### config.mk
export PLATFORM = sky130hd
export DESIGN_NAME = twb_cond_mon
export DESIGN_NICKNAME = d
export VERILOG_FILES = /design/src/rtl/twb_mon_pkg.sv /design/src/rtl/twb_line_filter.sv /design/src/rtl/twb_stretch_timer.sv /design/src/rtl/twb_cond_tracker.sv /design/src/rtl/twb_cond_mon.sv
export SDC_FILE = /design/constraint.sdc
export NUM_CORES = 1
export LEC_CHECK = 0
export BUFFER_PORTS_ARGS = -buffer_cell sky130_fd_sc_hd__buf_4
export CORE_ASPECT_RATIO = 1.75
export CORE_MARGIN = 2
export CORE_UTILIZATION = 40
export DETAILED_ROUTE_END_ITERATION = 10
export PLACE_DENSITY = 0.63
export REMOVE_ABC_BUFFERS = 1
export SYNTH_ARGS = -nofsm -noshare
export SYNTH_HDL_FRONTEND = slang
export SYNTH_SLANG_ARGS = --single-unit
### constraint.sdc
create_clock -name clk -period 1.8 [get_ports clk]
set_clock_uncertainty 0.2 [all_clocks]
set_input_delay 0.09 -clock clk [delete_from_list [all_inputs] [get_ports clk]]
set_output_delay 0.09 -clock clk [all_outputs]
set_load 0.01 [all_outputs]
### src/rtl/twb_mon_pkg.sv
package twb_mon_pkg;

  localparam int unsigned TWB_BYTE_BITS = 8;

  // Condition strobes produced together by the tracker
  typedef struct packed {
    logic start;
    logic rstart;
    logic stop;
    logic err;
  } twb_cond_t;

  function automatic logic maj3(input logic [2:0] s);
    return (s[0] & s[1]) | (s[0] & s[2]) | (s[1] & s[2]);
  endfunction

endpackage

### src/rtl/twb_line_filter.sv
module twb_line_filter #(
  parameter bit RST_VAL = 1'b1
) (
  input  logic clk,
  input  logic rst_n,
  input  logic line_i,
  output logic line_o
);
  import twb_mon_pkg::*;

  logic [1:0] sync_q;
  logic [2:0] hist_q;
  logic       filt_q;
  logic       filt_d;

  always_comb begin
    filt_d = maj3(hist_q);
  end

  always_ff @(posedge clk or negedge rst_n) begin
    if (!rst_n) begin
      sync_q <= {2{RST_VAL}};
      hist_q <= {3{RST_VAL}};
      filt_q <= RST_VAL;
    end else begin
      sync_q <= {sync_q[0], line_i};
      hist_q <= {hist_q[1:0], sync_q[1]};
      filt_q <= filt_d;
    end
  end

  assign line_o = filt_q;

endmodule

### src/rtl/twb_stretch_timer.sv
module twb_stretch_timer #(
  parameter int unsigned WAIT_CYC = 40
) (
  input  logic clk,
  input  logic rst_n,
  input  logic scl_i,
  output logic wait_o
);
  localparam int unsigned CW = $clog2(WAIT_CYC + 1);
  localparam logic [CW-1:0] LIMIT = CW'(WAIT_CYC);

  logic [CW-1:0] cnt_q;
  logic [CW-1:0] cnt_d;
  logic          cnt_en;

  always_comb begin
    cnt_en = 1'b0;
    cnt_d  = cnt_q;
    if (scl_i) begin
      cnt_en = (cnt_q != '0);
      cnt_d  = '0;
    end else if (cnt_q != LIMIT) begin
      cnt_en = 1'b1;
      cnt_d  = cnt_q + 1'b1;
    end
  end

  always_ff @(posedge clk or negedge rst_n) begin
    if (!rst_n) begin
      cnt_q <= '0;
    end else if (cnt_en) begin
      cnt_q <= cnt_d;
    end
  end

  assign wait_o = !scl_i && (cnt_q == LIMIT);

endmodule

### src/rtl/twb_cond_tracker.sv
module twb_cond_tracker #(
  parameter int unsigned BYTE_BITS = twb_mon_pkg::TWB_BYTE_BITS
) (
  input  logic                 clk,
  input  logic                 rst_n,
  input  logic                 scl_i,
  input  logic                 sda_i,
  output twb_mon_pkg::twb_cond_t cond_o,
  output logic                 bit_o,
  output logic                 bit_val_o,
  output logic [BYTE_BITS-1:0] byte_o,
  output logic                 byte_vld_o,
  output logic                 ack_o,
  output logic                 nack_o,
  output logic                 busy_o
);
  import twb_mon_pkg::*;

  localparam int unsigned CW = $clog2(BYTE_BITS + 1);
  localparam logic [CW-1:0] ACK_SLOT = CW'(BYTE_BITS);
  localparam logic [CW-1:0] LAST_BIT = CW'(BYTE_BITS - 1);

  logic scl_q, sda_q;
  logic busy_q, busy_d;
  logic [CW-1:0] cnt_q, cnt_d;
  logic [BYTE_BITS-1:0] shift_q, shift_d, byte_q, byte_d;
  logic pend_val_q, pend_val_d, pend_ok_q, pend_ok_d;
  twb_cond_t cond_q, cond_d;
  logic bit_q, bit_d, bitv_q, bitv_d;
  logic bvld_q, bvld_d, ack_q, ack_d, nack_q, nack_d;

  logic scl_rise, scl_fall, scl_hold, sda_fall, sda_rise;
  logic cond_fall, cond_rise, commit;

  always_comb begin
    scl_rise  = scl_i & ~scl_q;
    scl_fall  = ~scl_i & scl_q;
    scl_hold  = scl_i & scl_q;
    sda_fall  = ~sda_i & sda_q;
    sda_rise  = sda_i & ~sda_q;
    cond_fall = scl_hold & sda_fall;
    cond_rise = scl_hold & sda_rise;
    commit    = scl_fall & pend_ok_q & busy_q;

    cond_d.start  = cond_fall & ~busy_q;
    cond_d.rstart = cond_fall & busy_q;
    cond_d.stop   = cond_rise;
    cond_d.err    = (cond_fall | cond_rise) & (cnt_q != '0);

    busy_d     = busy_q;
    cnt_d      = cnt_q;
    shift_d    = shift_q;
    byte_d     = byte_q;
    pend_val_d = pend_val_q;
    pend_ok_d  = pend_ok_q;
    bit_d      = commit;
    bitv_d     = pend_val_q;
    bvld_d     = 1'b0;
    ack_d      = 1'b0;
    nack_d     = 1'b0;

    if (scl_rise) begin
      pend_val_d = sda_i;
      pend_ok_d  = busy_q;
    end

    if (commit) begin
      if (cnt_q == ACK_SLOT) begin
        ack_d  = ~pend_val_q;
        nack_d = pend_val_q;
        cnt_d  = '0;
      end else begin
        shift_d = {shift_q[BYTE_BITS-2:0], pend_val_q};
        cnt_d   = cnt_q + 1'b1;
        if (cnt_q == LAST_BIT) begin
          bvld_d = 1'b1;
          byte_d = {shift_q[BYTE_BITS-2:0], pend_val_q};
        end
      end
    end

    if (cond_fall | cond_rise) begin
      pend_ok_d = 1'b0;
      cnt_d     = '0;
      busy_d    = cond_fall;
    end
  end

  always_ff @(posedge clk or negedge rst_n) begin
    if (!rst_n) begin
      scl_q      <= 1'b1;
      sda_q      <= 1'b1;
      busy_q     <= 1'b0;
      cnt_q      <= '0;
      shift_q    <= '0;
      byte_q     <= '0;
      pend_val_q <= 1'b0;
      pend_ok_q  <= 1'b0;
      cond_q     <= '0;
      bit_q      <= 1'b0;
      bitv_q     <= 1'b0;
      bvld_q     <= 1'b0;
      ack_q      <= 1'b0;
      nack_q     <= 1'b0;
    end else begin
      scl_q      <= scl_i;
      sda_q      <= sda_i;
      busy_q     <= busy_d;
      cnt_q      <= cnt_d;
      shift_q    <= shift_d;
      byte_q     <= byte_d;
      pend_val_q <= pend_val_d;
      pend_ok_q  <= pend_ok_d;
      cond_q     <= cond_d;
      bit_q      <= bit_d;
      bitv_q     <= bitv_d;
      bvld_q     <= bvld_d;
      ack_q      <= ack_d;
      nack_q     <= nack_d;
    end
  end

  assign cond_o     = cond_q;
  assign bit_o      = bit_q;
  assign bit_val_o  = bitv_q;
  assign byte_o     = byte_q;
  assign byte_vld_o = bvld_q;
  assign ack_o      = ack_q;
  assign nack_o     = nack_q;
  assign busy_o     = busy_q;

endmodule

### src/rtl/twb_cond_mon.sv
module twb_cond_mon #(
  parameter int unsigned WAIT_CYC  = 40,
  parameter int unsigned BYTE_BITS = twb_mon_pkg::TWB_BYTE_BITS
) (
  input  logic                 clk,
  input  logic                 rst_n,
  input  logic                 scl_i,
  input  logic                 sda_i,
  output logic                 start_o,
  output logic                 rstart_o,
  output logic                 stop_o,
  output logic                 bit_o,
  output logic                 bit_val_o,
  output logic [BYTE_BITS-1:0] byte_o,
  output logic                 byte_vld_o,
  output logic                 ack_o,
  output logic                 nack_o,
  output logic                 busy_o,
  output logic                 wait_o,
  output logic                 err_o
);
  import twb_mon_pkg::*;

  localparam int unsigned NUM_LINES = 2;

  logic [NUM_LINES-1:0] raw_lines;
  logic [NUM_LINES-1:0] clean_lines;
  twb_cond_t            cond;

  assign raw_lines = {sda_i, scl_i};

  for (genvar g = 0; g < NUM_LINES; g++) begin : g_filt
    twb_line_filter #(.RST_VAL(1'b1)) i_filt (
      .clk   (clk),
      .rst_n (rst_n),
      .line_i(raw_lines[g]),
      .line_o(clean_lines[g])
    );
  end

  twb_stretch_timer #(.WAIT_CYC(WAIT_CYC)) i_stretch (
    .clk   (clk),
    .rst_n (rst_n),
    .scl_i (clean_lines[0]),
    .wait_o(wait_o)
  );

  twb_cond_tracker #(.BYTE_BITS(BYTE_BITS)) i_track (
    .clk       (clk),
    .rst_n     (rst_n),
    .scl_i     (clean_lines[0]),
    .sda_i     (clean_lines[1]),
    .cond_o    (cond),
    .bit_o     (bit_o),
    .bit_val_o (bit_val_o),
    .byte_o    (byte_o),
    .byte_vld_o(byte_vld_o),
    .ack_o     (ack_o),
    .nack_o    (nack_o),
    .busy_o    (busy_o)
  );

  assign start_o  = cond.start;
  assign rstart_o = cond.rstart;
  assign stop_o   = cond.stop;
  assign err_o    = cond.err;

endmodule

Yosys cells after proc, flatten, opt, wreduce, memory -nomap -nowiden
Index checks and enable logic that the tools add are counted.

Register bits: 51. Bits of input ports: 4. Output and inout bits: 19. Logic and storage cells: 86.

$add $sub $neg: 2. Equality and inequality tests: 4. Mux-type cells: 16. Bitwise operators: 30. Reductions and logical operators: 10.

Operators by type and width (count): 1-bit bitwise AND (18); 4-bit two-way mux (3); 6-bit two-way mux (2); 1-bit two-way mux (11); 1-bit inverter (7); 6-bit by 1-bit adder with 6-bit output, second input constant (1); 6-bit equality test, second input constant (1); 6-bit != test, second input constant (1); 2-bit nonzero test (3); 6-bit nonzero test (1); 1-bit OR (5); 4-bit by 1-bit adder with 4-bit output, second input constant (1); 4-bit by 3-bit equality test with 1-bit output, second input constant (1); 4-bit equality test, second input constant (1); 2-bit AND reduction (2); 4-bit nonzero test (1); 3-bit AND reduction (1); 1-bit logical AND (1); 1-bit logical NOT (1).

Longest topological paths before layout
Depth in word-level cells: 6. Mapped depth: 5. Gate-level depth less buffers: 5.

Cells and area by module
From an unflattened synthesis, not the netlist that was laid out.

Cell total of the unflattened synthesis: 145. Area, all modules: 1996.9 sq um.

Modules (own cells, without submodules): twb_cond_tracker (times used 1, cells an instance 94, area an instance 1302.5 sq um, sequential area each 828.3 sq um); twb_stretch_timer (times used 1, cells an instance 37, area an instance 356.6 sq um, sequential area each 150.1 sq um); twb_line_filter (times used 2, cells an instance 7, area an instance 168.9 sq um, sequential area each 157.7 sq um).

Worst setup path after synthesis
OpenSTA, ideal clock, no wires.

Path kind: flip-flop to flip-flop. Start: register i_track.scl_q. End: register i_track.byte_q[0] (netlist: i_track.byte_o[0]). Library setup time: 125 ps. Data arrival time: 1419 ps. Required time: 1475 ps. Setup slack: 56 ps. Stages on the path, launching flop included: 4. Buffers on the path: 0. Period minus slack after synthesis: 1744 ps. Cell sequence: dfstp_2 nand4b_4 nor3_4 mux2_2.

Word-level cells in the longest chain between the ends: 4.

Ends and longest elaborated chain: start, declared (RTL line twb_cond_tracker.sv:23) `logic scl_q, sda_q;`; start signal, assigned (RTL line twb_cond_tracker.sv:106) `scl_q <= scl_i;`; 1-bit bitwise AND (RTL line twb_cond_tracker.sv:37) `scl_fall = ~scl_i & scl_q;`; 1-bit bitwise AND (2 in a row) (RTL line twb_cond_tracker.sv:43) `commit = scl_fall & pend_ok_q & busy_q;`; 3-bit AND reduction (no source line); end signal, assigned (RTL line twb_cond_tracker.sv:111) `byte_q <= byte_d;`; end, declared (RTL line twb_cond_tracker.sv:26) `logic [BYTE_BITS-1:0] shift_q, shift_d, byte_q, byte_d;`.

No other way between the ends. A chain may end at the register's enable or synchronous reset.

Worst setup path after layout
Start: register i_stretch.cnt_q[1]. End: output port wait_o.

Word-level cells in the longest chain between the ends: 2.

Ends and longest elaborated chain: start, declared (RTL line twb_stretch_timer.sv:12) `logic [CW-1:0] cnt_q;`; start signal, assigned (RTL line twb_stretch_timer.sv:32) `cnt_q <= cnt_d;`; 6-bit equality test (RTL line twb_stretch_timer.sv:36) `assign wait_o = !scl_i && (cnt_q == LIMIT);`; 1-bit logical AND (RTL line twb_stretch_timer.sv:36); end, declared (RTL line twb_cond_mon.sv:19) `output logic wait_o,`.

No other way between the ends.

==> reports/qor.txt <==
Status: complete, but fails checks
Failing checks: negative setup slack
CP Cell Sequence: inv_2 -> ha_4 -> nor3b_4 -> and3_4 -> nor2b_4 -> buf_6
H-tree Lvls: 2
Antenna violations before repair: 0
Layout cells sized above 1: 0.4339
Hold WS: 0.1360 ns
Max incr delay on CP: 0.40 ns
Placement Cell Area: 0.002265 mm²
Total Routing Usage GR: 0.1353
Total power: 2.216 mW
Core area: 0.004707 mm²
Die W: 56.99 µm
VDD IR max: 727.4 µV
Minimum clock period: 1.805 ns
RePlAce Congestion: 0.7613
Diodes inserted: 0
IO Pins: 23
Finished Cell Area: 0.002466 mm²
Height of the die: 96.74 µm
Iter 0 DRT Violations: 36
Tcrit/Tclk final: 1.003
Number of nets in the layout: 196
Drt wl/cell: 13.96 µm
Via Count: 1252
Syn Inst Count: 143
Critical path launch point type: flip-flop
Most common cell after layout, fill and taps aside: dfrtp_1
Final hold vios: 0
Dpl hpwl: 2.318 mm
RSZ-0062 raised after global routing: yes
CP endpoint kind: output pin
Setup slack after layout: -0.004783 ns
Most frequent cells in the layout: dfrtp_1, buf_4, mux2_2
Largest net degree at the start of global routing: 52
Worst-path clk slew: 0.09 ns
Yosys warning count: 0
Slew Limit Fails: 0
Power Density: 898.5 mW/mm²
Area occupied by multi-input gates: 679.4 µm²
Total CTS buffers: 5
Clk root buf: clkbuf_8
Distinct cells, synth: 34
Vias per cell: 5.195
DIE AREA: 0.005513 mm²
Detail Route Antenna Nets: 0
Final setup viols: 1
Class of the worst hold path: in -> async
Total gr overflow: 0
Port buffer count: 22
Maxcap violations: 0
Register area share after synthesis: 0.6582
Critical path peak fanout: 2
WL final: 3.364 mm
Avg Cell Area, Syn: 13.75 µm²
Mapped cell area: 0.001966 mm²
Row cnt: 33
Register area: 0.001294 mm²
DP Worst Slack: 0.06556 ns
Max frequency: 0.5541 GHz
Vias in the first global route: 1300
First-pass GRT wire length: 5.768 mm
CP Class: reg -> out
Worst-Margin Slew: 0.6046 ns
TritonRoute pass-1 iters: 4
Flop and latch count out of synthesis: 51
Worst path slowest cell: dfrtp_1
Initial Util: 0.4176
CTS tree: built
Critical Path RT: 1.51 ns
P&R area growth vs syn: 25.46%
DRC violations left: 0
CP arrival: 1.51 ns
Sink Count: 51
Layout fillers: 417
Relative slew slack: 0.5969
Max Buffers Root-to-Sink: 2
P_leak: 1.200 nW
Worst-Skew Late Latency: 0.30 ns
==> Yosys cell counts (all sizes together) <==
cell	number	area, µm²
dfrtp	37	925.9
mux2	16	180.2
dfstp	14	367.9
nand2	9	36.29
inv	8	30.03
nor2	8	30.03
nor3	5	36.29
o21ai	5	25.02
ha	4	50.05
nand3	4	20.02
a21oi	3	15.01
nor3b	3	22.52
and3	2	13.77
and3b	2	17.52
maj3	2	20.02
mux2i	2	20.02
nand2b	2	12.51
nor2b	2	12.51
xnor2	2	17.52
xor2	2	17.52
a211oi	1	7.510
a311oi	1	8.760
and2	1	6.260
and4b	1	10.01
clkbuf	1	3.750
nand3b	1	7.510
nand4	1	6.260
nand4b	1	23.77
o221ai	1	8.760
o22ai	1	6.260
or3	1	6.260
==> worst max-delay path, delay by kind of cell (launching register included) <==
kind / cells / cell delay, ns
buffers and inverters: 2 / 0.18
DFF: 1 / 0.40
adders and majority gates: 1 / 0.12
and+or+nand+nor: 3 / 0.52
==> final timing paths <==
kind / slack (ns) / cells after the start / to / from
min in group clk: 0.15 / 0 / g_filt[1].i_filt.hist_q[0] / g_filt[1].i_filt.sync_q[1]
max in group asynchronous: 0.85 / 2 / i_track.byte_o[4] / rst_n
worst max-delay path: -0.005 / 6 / wait_o / i_stretch.cnt_q[1]
worst max register to register: 0.08 / 5 / i_track.shift_q[1] / i_track.cnt_q[0]
worst min register to register: 0.15 / 0 / g_filt[1].i_filt.hist_q[0] / g_filt[1].i_filt.sync_q[1]
worst min-delay path: 0.14 / 2 / i_stretch.cnt_q[4] / rst_n
==> cell families (layout without fill, tap and decap cells) <==
logic type | count (synthesis) | after routing | share of synthesized area
flip-flops | 51 | 51 | 0.6582
AND/OR/NAND/NOR | 43 | 43 | 0.1331
multiplexers | 18 | 18 | 0.1018
AO/OA/AOI/OAI | 12 | 12 | 0.03628
buffers and inverters | 9 | 55 | 0.01719
adder cells (fa/ha/maj) | 6 | 6 | 0.03565
XOR/XNOR | 4 | 4 | 0.01783
==> layout make-up <==
type | instances | share of cell area
sequential | 51 | 0.5246
multi-input combinational | 83 | 0.2755
timing repair buffer | 39 | 0.1284
clock buffer | 7 | 0.03095
tap | 52 | 0.02638
inverter | 8 | 0.01218
clock inverter | 1 | 0.002029
==> power breakdown <==
| group | total, mW | leakage, nW | switching [mW] | internal (mW) |
|---|---|---|---|---|
| clock | 0.618 | 0.0422 | 0.344 | 0.273 |
| sequential | 1.28 | 0.657 | 0.0535 | 1.22 |
| combinational | 0.323 | 0.501 | 0.144 | 0.179 |
| total | 2.22 | 1.20 | 0.542 | 1.67 |
==> per-stage QoR <==
stage               setup TNS, ns  cells    util
floorplan                       0    142       -
global placement                0    224  0.4811
detailed placement              0    224  0.4811
CTS                             0    239  0.5149
global route              -0.1039    241  0.5239
finish                  -0.004783    241  0.5239
==> routing by layer <==
| metal | vias to the layer above | global-route usage | routed length [µm] |
|---|---|---|---|
| met4 | 0 | 0.06440 | 52 |
| li1 | 579 | - | - |
| met2 | 34 | 0.2272 | 1826 |
| met1 | 635 | 0.1535 | 1326 |
| met3 | 4 | 0.04011 | 158 |
| met5 | - | 0 | 0 |
==> state kept, by name (all words and copies together) (netlist names), 2 cells and up <==
name	flops
i_track.cond_o	4
i_stretch.cnt_q	6
g_filt.i_filt.line_o	2
i_track.cnt_q	4
g_filt.i_filt.hist_q	6
g_filt.i_filt.sync_q	4
i_track.shift_q	7
i_track.byte_o	8
==> timing repair <==
item / CTS / global route
gates resized for setup: 5 / 6
setup endpoints to repair: 1 / 10
setup buffers: 4 / 2
gates cloned: 0 / 0
hold buffers: 3 / 0
endpoints found under the hold margin: 53 / 0
pin swaps: 1 / 2
(Power assumes the default switching activity.)
